<file path="src/rtl/cell_burst_dma.sv">
module cell_burst_dma #(
  parameter int AW = 32,
  parameter int DW = 32,
  parameter int LW = 17,
  parameter int CELL_BYTES = 48,
  parameter int MAX_LEN = 65535
) (
  input  logic          clk,
  input  logic          rst_n,
  input  logic          start,
  input  logic          dir,
  input  logic [AW-1:0] base_addr,
  input  logic [LW-1:0] pkt_len,
  input  logic [AW-1:0] cmpl_addr,
  output logic          busy,
  output logic          done,
  output logic          len_err,
  output logic          m_req,
  input  logic          m_gnt,
  output logic          m_valid,
  input  logic          m_rdy,
  output logic          m_we,
  output logic          m_last,
  output logic [AW-1:0] m_addr,
  output logic [DW-1:0] m_wdata,
  input  logic [DW-1:0] m_rdata,
  output logic          fifo_wr_en,
  output logic [DW-1:0] fifo_wr_data,
  output logic          fifo_rd_en,
  input  logic [DW-1:0] fifo_rd_data
);
  localparam int BPW   = DW / 8;
  localparam int CWORDS = CELL_BYTES / BPW;
  localparam int CW    = $clog2(CWORDS + 1);
  localparam int ENTRY = 4;

  typedef enum logic [2:0] {S_IDLE, S_REQ, S_DAT, S_PAD, S_CREQ, S_CDAT, S_DONE} st_t;
  st_t st;

  logic [LW-1:0] rem;
  logic [AW-1:0] addr, base_q, cmpl_q;
  logic [15:0]   len_q, cells;
  logic          dir_q;
  logic [CW-1:0] bcnt, need;
  logic          err_q;

  function automatic logic [DW-1:0] lane_rev(input logic [DW-1:0] w);
    for (int i = 0; i < BPW; i++) lane_rev[8*i +: 8] = w[DW-8-8*i +: 8];
  endfunction

  wire [LW-1:0] rem_up = rem + LW'(BPW - 1);
  assign need = (rem >= LW'(CELL_BYTES)) ? CW'(CWORDS) : CW'(rem_up / LW'(BPW));

  wire accept   = (st == S_DAT) && m_rdy;
  wire fifo_op  = accept || (st == S_PAD);
  wire dat_last = (bcnt == need - 1'b1);
  wire pad_last = (bcnt == CW'(CWORDS - 1));
  wire cell_end = (accept && dat_last && need == CW'(CWORDS)) || ((st == S_PAD) && pad_last);
  wire more     = rem > LW'(CELL_BYTES);

  logic [DW-1:0] cword;
  always_comb begin
    case (bcnt[1:0])
      2'd0:    cword = DW'({dir_q, 15'b0, len_q});
      2'd1:    cword = DW'(base_q);
      2'd2:    cword = DW'(cells);
      default: cword = DW'(addr);
    endcase
  end

  always_ff @(posedge clk) begin
    if (!rst_n) begin
      st <= S_IDLE; rem <= '0; addr <= '0; base_q <= '0; cmpl_q <= '0;
      len_q <= '0; cells <= '0; dir_q <= 1'b0; bcnt <= '0; err_q <= 1'b0;
    end else begin
      err_q <= 1'b0;
      case (st)
        S_IDLE: if (start) begin
          if (pkt_len > LW'(MAX_LEN)) err_q <= 1'b1;
          else begin
            rem <= pkt_len; addr <= base_addr; base_q <= base_addr;
            cmpl_q <= cmpl_addr; len_q <= pkt_len[15:0]; dir_q <= dir;
            cells <= '0; bcnt <= '0;
            st <= (pkt_len == '0) ? S_CREQ : S_REQ;
          end
        end
        S_REQ: if (m_gnt) begin st <= S_DAT; bcnt <= '0; end
        S_DAT: if (m_rdy) begin
          addr <= addr + AW'(BPW);
          if (!dat_last) bcnt <= bcnt + 1'b1;
          else if (need != CW'(CWORDS)) begin bcnt <= need; st <= S_PAD; end
        end
        S_PAD: if (!pad_last) bcnt <= bcnt + 1'b1;
        S_CREQ: if (m_gnt) begin st <= S_CDAT; bcnt <= '0; end
        S_CDAT: if (m_rdy) begin
          bcnt <= bcnt + 1'b1;
          if (bcnt == CW'(ENTRY - 1)) st <= S_DONE;
        end
        S_DONE: st <= S_IDLE;
        default: st <= S_IDLE;
      endcase
      if (cell_end) begin
        cells <= cells + 1'b1;
        rem   <= more ? rem - LW'(CELL_BYTES) : '0;
        st    <= more ? S_REQ : S_CREQ;
      end
    end
  end

  assign busy     = (st != S_IDLE);
  assign done     = (st == S_DONE);
  assign len_err  = err_q;
  assign m_req    = (st == S_REQ) || (st == S_CREQ);
  assign m_valid  = (st == S_DAT) || (st == S_CDAT);
  assign m_we     = ((st == S_DAT) && dir_q) || (st == S_CDAT);
  assign m_last   = ((st == S_DAT) && dat_last) || ((st == S_CDAT) && bcnt == CW'(ENTRY - 1));
  assign m_addr   = (st == S_CDAT) ? cmpl_q + AW'({bcnt, 2'b00}) : addr;
  assign m_wdata  = (st == S_CDAT) ? cword : lane_rev(fifo_rd_data);

  assign fifo_wr_en   = !dir_q && fifo_op;
  assign fifo_wr_data = (st == S_PAD) ? '0 : lane_rev(m_rdata);
  assign fifo_rd_en   = dir_q && fifo_op;
endmodule

</file>
<file path="config.mk">
export PLATFORM = sky130hd
export DESIGN_NAME = cell_burst_dma
export DESIGN_NICKNAME = d
export VERILOG_FILES = /design/src/rtl/cell_burst_dma.sv
export SDC_FILE = /design/constraint.sdc
export NUM_CORES = 1
export LEC_CHECK = 0
export BUFFER_PORTS_ARGS = -buffer_cell sky130_fd_sc_hd__buf_4
export CAP_MARGIN = 10
export CELL_PAD_IN_SITES_DETAIL_PLACEMENT = 1
export CELL_PAD_IN_SITES_GLOBAL_PLACEMENT = 2
export CORE_MARGIN = 2
export CORE_UTILIZATION = 32
export CTS_BUF_LIST = sky130_fd_sc_hd__clkbuf_4
export DETAILED_ROUTE_END_ITERATION = 16
export GPL_TIMING_DRIVEN = 0
export PLACE_DENSITY_LB_ADDON = 0.3
export RECOVER_POWER = 50
export SLEW_MARGIN = 10
export SYNTH_ARGS = -nofsm -noshare
export SYNTH_HDL_FRONTEND = slang
export SYNTH_SLANG_ARGS = --single-unit
</file>
<file path="constraint.sdc">
create_clock -name clk -period 8.3 [get_ports clk]
set_input_delay 1.66 -clock clk [delete_from_list [all_inputs] [get_ports clk]]
set_output_delay 1.66 -clock clk [all_outputs]
set_load 0.05 [all_outputs]
</file>
==> impl_metrics.toml <==
[sta]
fmax_mhz = 163
report.final.slew_viol_count = 0
grt_setup_unrepaired = "false"
worst_pin_slew_ps = 1070
setup-tns-final_ps = 0
min_period_ps = 6150
post-route-period-util_pct = 74.1
timing.final.hold_violations = 0
final.setup.worst_slack_ps = 2150
setup_violations = 0
worst_slew_margin_rel_pct = 28.0
finalClockSkew_ps = 24.3

[synth]
number_of_enable_type_register_cells_in_the_synthesized_netlist = 0
syn_avg_cell_area_sq_um = 6.94
postSynth.asyncResetShare_pct = 0
postSynthNetCount = 1500
warning_count_from_the_yosys_run = 0
count_of_distinct_cell_types_in_the_synthesized_netlist = 75
synthesis.instances = 1335
post_synthesis_cell_area_sq_mm = 0.00926
synth.yosys.seq_area_share_pct = 33.3
synth_ff_type = "dfxtp_1"
synth-seq-cells = 154

[cts]
cts_buffer_depth = 2
clockRootBuffer = "clkbuf_4"
holdBufCountCts = 0
post_cts_buffers = 0
clock_latency_ps = 590
cts_tree = "done"
cts-resized-gates = 0
cts.htree.levels = 4
numClockSinks = 154
tritoncts.num_buffers = 17
clk_pin_slew_worst_paths_ps = 130

[die]
die_width_microns = 174
starting_density_of_the_core_pct = 32.3
pin_count = 256
die_y_microns = 174
core-area_sq_mm = 0.0286
die_area_sq_mm = 0.0303
num_rows = 62

[global_routing]
globalRoute.totalOverflow = 0
number_of_antenna_violations_at_the_first_check_in_global_routing = 2
grt_max_degree = 17
via_count_of_the_first_global_routing_pass = 11000
globalRouteTotalUtil_pct = 27.5
grt_pass1_wl_microns = 64400

[placed_design]
detailedPlace.worstSlack_ps = 2800
postPlaceCellArea_sq_mm = 0.0117
gpl.final_weighted_congestion = 0.871
count_of_buffers_from_port_buffering = 255
dp.final_hpwl_microns = 33300

[pwr]
worst_ir_drop_vdd_v = 0.0000933
leakagePower_nw = 4.67
power_density_mw_per_mm2 = 224

[finish]
post_route_cells_drive_above_1_share_pct = 18.3
final.fill_count = 3663
final_cell_area_sq_mm = 0.0119
register_cell_area_after_layout_sq_mm = 0.00308
final_nets = 1774
postLayoutCoreUtil_pct = 41.7
multi_input_area_sq_mm = 0.00573
layout_stage_area_growth_over_the_synthesis_result_pct = 28.9

[critical_path]
worst_path_most_repeated_cell = "xnor2_1"
setup.worst_path.end_class = "output port"
worstPathRequired_ps = 6640
cpMaxStageDelayCell = "a211oi_1"
crit_arrival_ps = 4490
criticalPathCategory = "flop to output port"
path_delay_family = "compound AO/OA/AOI/OAI gates"
cells_along_the_critical_path = "buf_2 > a211oi_2 > nand4_1 > nor2_2 > nand3_1 > ha_1 > xnor2_1 > xnor2_1 > or3_1 > a211oi_1 > o21ai_2 > o32ai_1 > buf_4"
nature_of_the_critical_path_startpoint = "flop"
critPathMaxStageDelay_ps = 480
crit_buf_inv = 2
critical_path_peak_fanout = 9

[detailed_routing]
vias = 10900
drcViolationCount = 0
drt-vias-per-instance = 5.45
wl_per_cell_microns = 21.1
drt_pass1_iterations = 7
antenna_left = 0
drt_iter0_drc = 771
drt-total-wl_microns = 42400

[hold_path]
hold_path.class = "flop to flop"

[flow_run]
number_of_max_cap_violations = 0

[outcome]
status = "complete, no violations"
==> stage by stage <==
| stage | cells | hold WS [ps] | total power, mW |
|---|---|---|---|
| final | 2006 | 465 | 2.67 |
| after global routing | 2005 | 480 | 2.80 |
| after CTS | 2004 | 467 | 2.68 |
| after detailed placement | 1974 | 449 | 2.11 |
| after global placement | 1974 | 442 | 2.10 |
| after floorplan | 1335 | 434 | 1.67 |
==> report_power, final <==
group / internal, mW / switching [mW]
clock: 0.264 / 0.305
combinational: 0.354 / 0.801
sequential: 0.831 / 0.119
total: 1.45 / 1.22
==> flip-flops by register name (all words and copies together) (netlist names) <==
register	count
addr	32
base_q	32
bcnt	4
cells	16
cmpl_q	32
dir_q	1
len_err	1
len_q	16
rem	17
st	3
==> logic make-up after synthesis <==
| group | after synthesis | synth area share [%] |
|---|---|---|
| AOI/OAI and AO/OA | 402 | 25.8 |
| buffers and inverters | 117 | 4.82 |
| adders and majority gates | 14 | 1.97 |
| DFF | 154 | 33.3 |
| muxes | 6 | 0.703 |
| xor gates and xnor gates | 48 | 4.62 |
| and+or+nand+nor | 594 | 28.8 |
==> worst min-delay path, stage by stage, from the launching register on <==
cell	delay, ps
dfxtp_1	330
nand2_1	50
a21oi_1	50
==> routing by layer <==
| metal | global-route usage [%] | part of all wire [%] |
|---|---|---|
| met1 | 37.3 | 45 |
| met2 | 45.5 | 46 |
| met4 | 5.99 | 1.3 |
| met5 | 0 | 0.031 |
| met3 | 5.12 | 7.1 |
==> placed cells by master (no fill, tap or decap), types with 8 or more instances in the layout <==
cell type and count:
a211oi_1 8, a21oi_1 172, a222oi_1 19, a22oi_1 11, a31oi_1 15, and2_1 35
and3_1 22, buf_4 242, clkbuf_1 104, clkbuf_4 17, dfxtp_1 154, ha_1 13
inv_1 19, nand2_1 306, nand3_1 35, nand4_1 16, nor2_1 109, nor3_1 17
nor4_1 10, o21ai_0 118, xnor2_1 24, xor2_1 23
==> synthesized netlist by cell type, drive strengths merged (3+ instances only) <==
master / number / area, sq um
nand2b: 7 / 43.8
nor2: 111 / 422
mux2: 4 / 45.0
a21o: 6 / 45.0
clkbuf: 89 / 334
or4: 4 / 33.8
nand4: 16 / 100
xnor2: 25 / 226
a22oi: 11 / 82.6
ha: 13 / 163
a211oi: 9 / 72.6
a222oi: 19 / 190
o21a: 4 / 31.3
o22ai: 3 / 18.8
xor2: 23 / 201
a21boi: 4 / 30.0
and3: 22 / 138
inv: 19 / 71.3
nor4: 10 / 62.6
and4: 3 / 26.3
nor3: 18 / 95.1
buf: 9 / 41.3
nor2b: 5 / 31.3
o21ai: 123 / 619
a32o: 4 / 40.0
nand3: 35 / 175
or3: 6 / 37.5
nand2: 306 / 1150
o211ai: 6 / 45.0
a31oi: 15 / 93.8
dfxtp: 154 / 3080
and2: 42 / 263
a21oi: 173 / 870
or2: 4 / 27.5
==> final timing paths <==
kind,from,slack [ps],cells past startpoint,endpoint
min,base_q[30],470,2,base_q[30]
min reg2reg,base_q[30],470,2,base_q[30]
max reg2reg,rem[5],3870,14,bcnt[3]
max,rem[5],2150,13,m_last
==> cell type report <==
type	instances	area share (%)
Antenna cell	2	0.0419
Buffer	98	3.14
Clock buffer	17	1.07
Clock inverter	13	1.70
Inverter	19	0.597
Multi-Input combinational cell	1064	48.0
Sequential cell	154	25.8
Tap cell	384	4.02
Timing Repair Buffer	255	15.6
(Power assumes the default switching activity.)
